**config.mk**
```make
export PLATFORM = sky130hd
export DESIGN_NAME = mseq_sequencer
export DESIGN_NICKNAME = d
export VERILOG_FILES = /design/src/rtl/mseq_pkg.sv /design/src/rtl/mseq_ctrl_store.sv /design/src/rtl/mseq_dispatch.sv /design/src/rtl/mseq_next_mux.sv /design/src/rtl/mseq_sequencer.sv
export SDC_FILE = /design/constraint.sdc
export NUM_CORES = 1
export LEC_CHECK = 0
export ABC_CLOCK_PERIOD_IN_PS = 2800
export BUFFER_PORTS_ARGS = -buffer_cell sky130_fd_sc_hd__buf_2
export CAP_MARGIN = 20
export CORE_AREA = 10 10 47 49
export DETAILED_ROUTE_END_ITERATION = 16
export DIE_AREA = 0 0 57 59
export PLACE_DENSITY = 0.59
export SYNTH_ARGS = -nofsm -noshare
export SYNTH_HDL_FRONTEND = slang
export SYNTH_SLANG_ARGS = --single-unit
```
**constraint.sdc**
```tcl
create_clock -name clk -period 2.8 [get_ports clk]
set_input_delay 0.56 -clock clk [delete_from_list [all_inputs] [get_ports clk]]
set_output_delay 0.56 -clock clk [all_outputs]
set_load 0.01 [all_outputs]
```
**src/rtl/mseq_pkg.sv**
```systemverilog
package mseq_pkg;
   typedef enum logic [1:0] {
      SEL_ZERO   = 2'd0,
      SEL_DISP_A = 2'd1,
      SEL_DISP_B = 2'd2,
      SEL_INCR   = 2'd3
   } addr_sel_e;

   localparam logic [5:0] OPC_RTYPE = 6'b000000;
   localparam logic [5:0] OPC_JUMP  = 6'b000010;
   localparam logic [5:0] OPC_BEQ   = 6'b000100;
   localparam logic [5:0] OPC_LOAD  = 6'b100011;
   localparam logic [5:0] OPC_STORE = 6'b101011;
endpackage

```
**src/rtl/mseq_ctrl_store.sv**
```systemverilog
module mseq_ctrl_store
   import mseq_pkg::*;
#(
   parameter int unsigned ST_W = 4
) (
   input  logic [ST_W-1:0] state,
   output addr_sel_e       sel
);
   always_comb begin
      case (state)
         ST_W'(0): sel = SEL_INCR;
         ST_W'(1): sel = SEL_DISP_A;
         ST_W'(2): sel = SEL_DISP_B;
         ST_W'(3): sel = SEL_INCR;
         ST_W'(6): sel = SEL_INCR;
         default:  sel = SEL_ZERO;
      endcase
   end
endmodule

```
**src/rtl/mseq_dispatch.sv**
```systemverilog
module mseq_dispatch
   import mseq_pkg::*;
#(
   parameter int unsigned ST_W     = 4,
   parameter int unsigned OP_W     = 6,
   parameter int unsigned TABLE_ID = 1
) (
   input  logic [OP_W-1:0] opcode,
   output logic [ST_W-1:0] target
);
   localparam int unsigned OP_PAD = OP_W - 6;

   logic [5:0] op_low;
   logic       upper_clear;

   assign op_low      = opcode[5:0];
   assign upper_clear = (OP_PAD == 0) ? 1'b1 : (opcode >> 6) == '0;

   generate
      if (TABLE_ID == 1) begin : g_first
         always_comb begin
            target = '0;
            if (upper_clear) begin
               case (op_low)
                  OPC_RTYPE: target = ST_W'(6);
                  OPC_JUMP:  target = ST_W'(9);
                  OPC_BEQ:   target = ST_W'(8);
                  OPC_LOAD:  target = ST_W'(2);
                  OPC_STORE: target = ST_W'(2);
                  default:   target = '0;
               endcase
            end
         end
      end else if (TABLE_ID == 2) begin : g_second
         always_comb begin
            target = '0;
            if (upper_clear) begin
               case (op_low)
                  OPC_LOAD:  target = ST_W'(3);
                  OPC_STORE: target = ST_W'(5);
                  default:   target = '0;
               endcase
            end
         end
      end else begin : g_bad
         $error("mseq_dispatch: TABLE_ID must be 1 or 2");
         assign target = '0;
      end
   endgenerate
endmodule

```
**src/rtl/mseq_next_mux.sv**
```systemverilog
module mseq_next_mux
   import mseq_pkg::*;
#(
   parameter int unsigned ST_W = 4
) (
   input  addr_sel_e       sel,
   input  logic [ST_W-1:0] cur,
   input  logic [ST_W-1:0] disp_a,
   input  logic [ST_W-1:0] disp_b,
   output logic [ST_W-1:0] nxt
);
   logic [ST_W-1:0] cur_plus;

   assign cur_plus = cur + ST_W'(1);

   always_comb begin
      case (sel)
         SEL_DISP_A: nxt = disp_a;
         SEL_DISP_B: nxt = disp_b;
         SEL_INCR:   nxt = cur_plus;
         default:    nxt = '0;
      endcase
   end
endmodule

```
**src/rtl/mseq_sequencer.sv**
```systemverilog
module mseq_sequencer
   import mseq_pkg::*;
#(
   parameter int unsigned ST_W = 4,
   parameter int unsigned OP_W = 6
) (
   input  logic            clk,
   input  logic            rst,
   input  logic [OP_W-1:0] opcode,
   output logic [ST_W-1:0] state_o,
   output logic [1:0]      addr_ctrl_o
);
   localparam int unsigned MAX_STATE = 9;

   generate
      if (ST_W < 4 || (1 << ST_W) <= MAX_STATE) begin : g_chk_st
         $error("mseq_sequencer: ST_W too small for the state map");
      end
      if (OP_W < 6) begin : g_chk_op
         $error("mseq_sequencer: OP_W must be at least 6");
      end
   endgenerate

   logic [ST_W-1:0] state_q;
   logic [ST_W-1:0] state_d;
   logic [ST_W-1:0] tgt_a;
   logic [ST_W-1:0] tgt_b;
   addr_sel_e       sel;

   mseq_ctrl_store #(.ST_W(ST_W)) u_store (
      .state (state_q),
      .sel   (sel)
   );

   mseq_dispatch #(.ST_W(ST_W), .OP_W(OP_W), .TABLE_ID(1)) u_disp_a (
      .opcode (opcode),
      .target (tgt_a)
   );

   mseq_dispatch #(.ST_W(ST_W), .OP_W(OP_W), .TABLE_ID(2)) u_disp_b (
      .opcode (opcode),
      .target (tgt_b)
   );

   mseq_next_mux #(.ST_W(ST_W)) u_mux (
      .sel    (sel),
      .cur    (state_q),
      .disp_a (tgt_a),
      .disp_b (tgt_b),
      .nxt    (state_d)
   );

   always_ff @(posedge clk) begin
      if (rst) state_q <= '0;
      else     state_q <= state_d;
   end

   assign state_o     = state_q;
   assign addr_ctrl_o = sel;
endmodule

```
==> results.tsv <==
metric	value	unit
initial antenna violation count	0	
hold_sp	rst	
DRT Pass-1 Iters	4	
f_max	465.4	MHz
Mapped Nets	60	
Fillers	162	
Pwr per Cell Area	775.0	mW/mm²
Clock Sinks	4	
Tot GR Track Use	0.06231	
minimum clock period after layout	2.149	ns
P&R area growth vs syn	28.10	%
RSZ-0062 raised after global routing	false	
post-detail-place hpwl	818.5	µm
Final Max Tran Viols	0	
post-synth top area share	0.2092	
postcts setup bufs	0	
Ys Warns	0	
Iteration-0 DRC Markers	16	
Die H	59	µm
Critical Path Start Type	register	
P_leak	0.2077	nW
outcome	completed	
post-synthesis sequential area ratio	0.2092	
relative slew slack	0.7785	
Clock Skew	0.006633	ns
WP data arrival	1.59	ns
Ports	14	
vias in the first global route	411	
VDD IR-drop max	428.0	µV
Port Buffer Count	13	
pre-CTS worst setup slack	0.9099	ns
Clock Tree Buf Depth	2	
Critical Path Start	state_o[0]	
critical path class	reg2out	
Synth cell types	23	
setup ws final	0.6514	ns
commonest non-fill, non-tap cell in the layout	buf_2	
Routed WL	949	µm
FF/Latch Area	80.08	µm²
Mapped Cells	48	
routed via count	395	
CTS resizes	0	
gp weighted congestion	0.7999	
setup_tns	0	ns
worst-margin pin slew	0.3278	ns
CP Capture Type	output port	
first-pass GRT wire length	1683	µm
layout cell share with drive strength beyond 1	0.3281	
Clk Latency, worst-skew pair	0.24	ns
# diodes	0	
area of the multi-input gates	284.0	µm²
Final Hold Fails	0	
final worst-path cycle share	0.7673	
average size of a mapped cell	7.976	µm²
crit path max fanout	4	
CTS tree	built	
Post-Syn Area	382.9	µm²
Core ar.	0.001401	mm²
max-cap violations	0	
worst reg2reg startpoint	state_o[0]	
die area	0.003363	mm²
Clock transition at path regs	0.04	ns
Synth area leaders	dfxtp_1 (21%), ha_1 (13%), a21oi_1 (9.2%)	
H-tree Lvls	1	
fin nets	78	
endpoints failing setup	0	
GRT overflow	0	
CP required	2.24	ns
hold_ws	0.4946	ns
#FFs+latches synth	4	
Vias/cell	4.938	
Avg WL per Cell	11.86	µm
initial core utilization	0.2732	
DIE WIDTH	57	µm
cts bufs inserted	3	
Final ANT Viol Nets	0	
# hold bufs at CTS	0	
Residual DRC	0	
largest net degree at the start of global routing	10	
Hold Path Class	in2reg	
root buf cell	clkbuf_4	
row cnt	14	
leading area contributor after synthesis	dfxtp_1	
max reg flops	4	
commonest cells after routing, fill and taps aside	buf_2 (13), a21oi_1 (7), inv_1 (5)	
==> worst max-delay path, cell delays in order, from the launching register on <==
cell      delay, ns
dfxtp_1        0.37
inv_1          0.10
ha_1           0.23
or2_1          0.24
o21bai_1       0.17
a21oi_1        0.09
buf_2          0.15
==> layout make-up <==
cell class / count / share of cell area
timing repair buffer: 13 / 0.1327
inverter: 5 / 0.03827
multi-input combinational: 39 / 0.5791
sequential: 4 / 0.1633
tap: 16 / 0.04082
clock buffer: 3 / 0.04592
==> layer usage <==
layer,up-vias,GRT usage,part of all wire
met5,-,0,0
met4,0,0.03020,0
met3,0,0.03863,0.071
met2,19,0.07907,0.41
met1,172,0.07867,0.52
li1,204,-,-
==> metrics by stage <==
| step | cells | area, µm² | util | power, mW |
|---|---|---|---|---|
| floorplan | 48 | 382.9 | - | 0.2449 |
| global placement | 77 | 467.9 | 0.3339 | 0.3116 |
| detailed placement | 77 | 467.9 | 0.3339 | 0.3110 |
| CTS | 80 | 490.5 | 0.3500 | 0.3861 |
| global route | 80 | 490.5 | 0.3500 | 0.4355 |
| finish | 80 | 490.5 | 0.3500 | 0.3801 |
==> power breakdown <==
part,total (mW),leakage (nW),switching [mW],internal [mW]
combinational,0.227,0.161,0.127,0.100
clock,0.0713,0.0138,0.0234,0.0479
sequential,0.0815,0.0326,0.0122,0.0693
total,0.380,0.208,0.163,0.217
==> kinds of logic after synthesis <==
| family | Yosys count | synth area share |
|---|---|---|
| AOI/OAI and AO/OA | 15 | 0.2320 |
| xor gates and xnor gates | 1 | 0.02288 |
| adders and majority gates | 4 | 0.1307 |
| buffers and inverters | 5 | 0.04902 |
| DFF | 4 | 0.2092 |
| muxes | 1 | 0.02614 |
| and+or+nand+nor | 18 | 0.3301 |
==> path summary, 6_finish.rpt <==
check	end	slack (ns)	depth (start not counted)
max	addr_ctrl_o[0]	0.65	6
min	state_o[3]	0.49	2
max reg2reg	state_o[1]	1.00	6
min reg2reg	state_o[0]	0.64	3
==> synth_stat cells <==
| library cell | number |
|---|---|
| a211o_1 | 1 |
| a21oi_1 | 7 |
| a21oi_2 | 1 |
| a31oi_1 | 1 |
| dfxtp_1 | 4 |
| ha_1 | 4 |
| inv_1 | 5 |
| mux2i_1 | 1 |
| nand2_1 | 2 |
| nand2b_1 | 2 |
| nand3_1 | 2 |
| nor2_1 | 4 |
| nor2b_1 | 1 |
| nor4_1 | 1 |
| nor4_4 | 1 |
| nor4bb_1 | 1 |
| o21ai_0 | 2 |
| o21ai_1 | 1 |
| o21bai_1 | 2 |
| or2_1 | 1 |
| or3b_2 | 1 |
| or4_4 | 2 |
| xor2_1 | 1 |
Power figures use the tool's default switching activity.
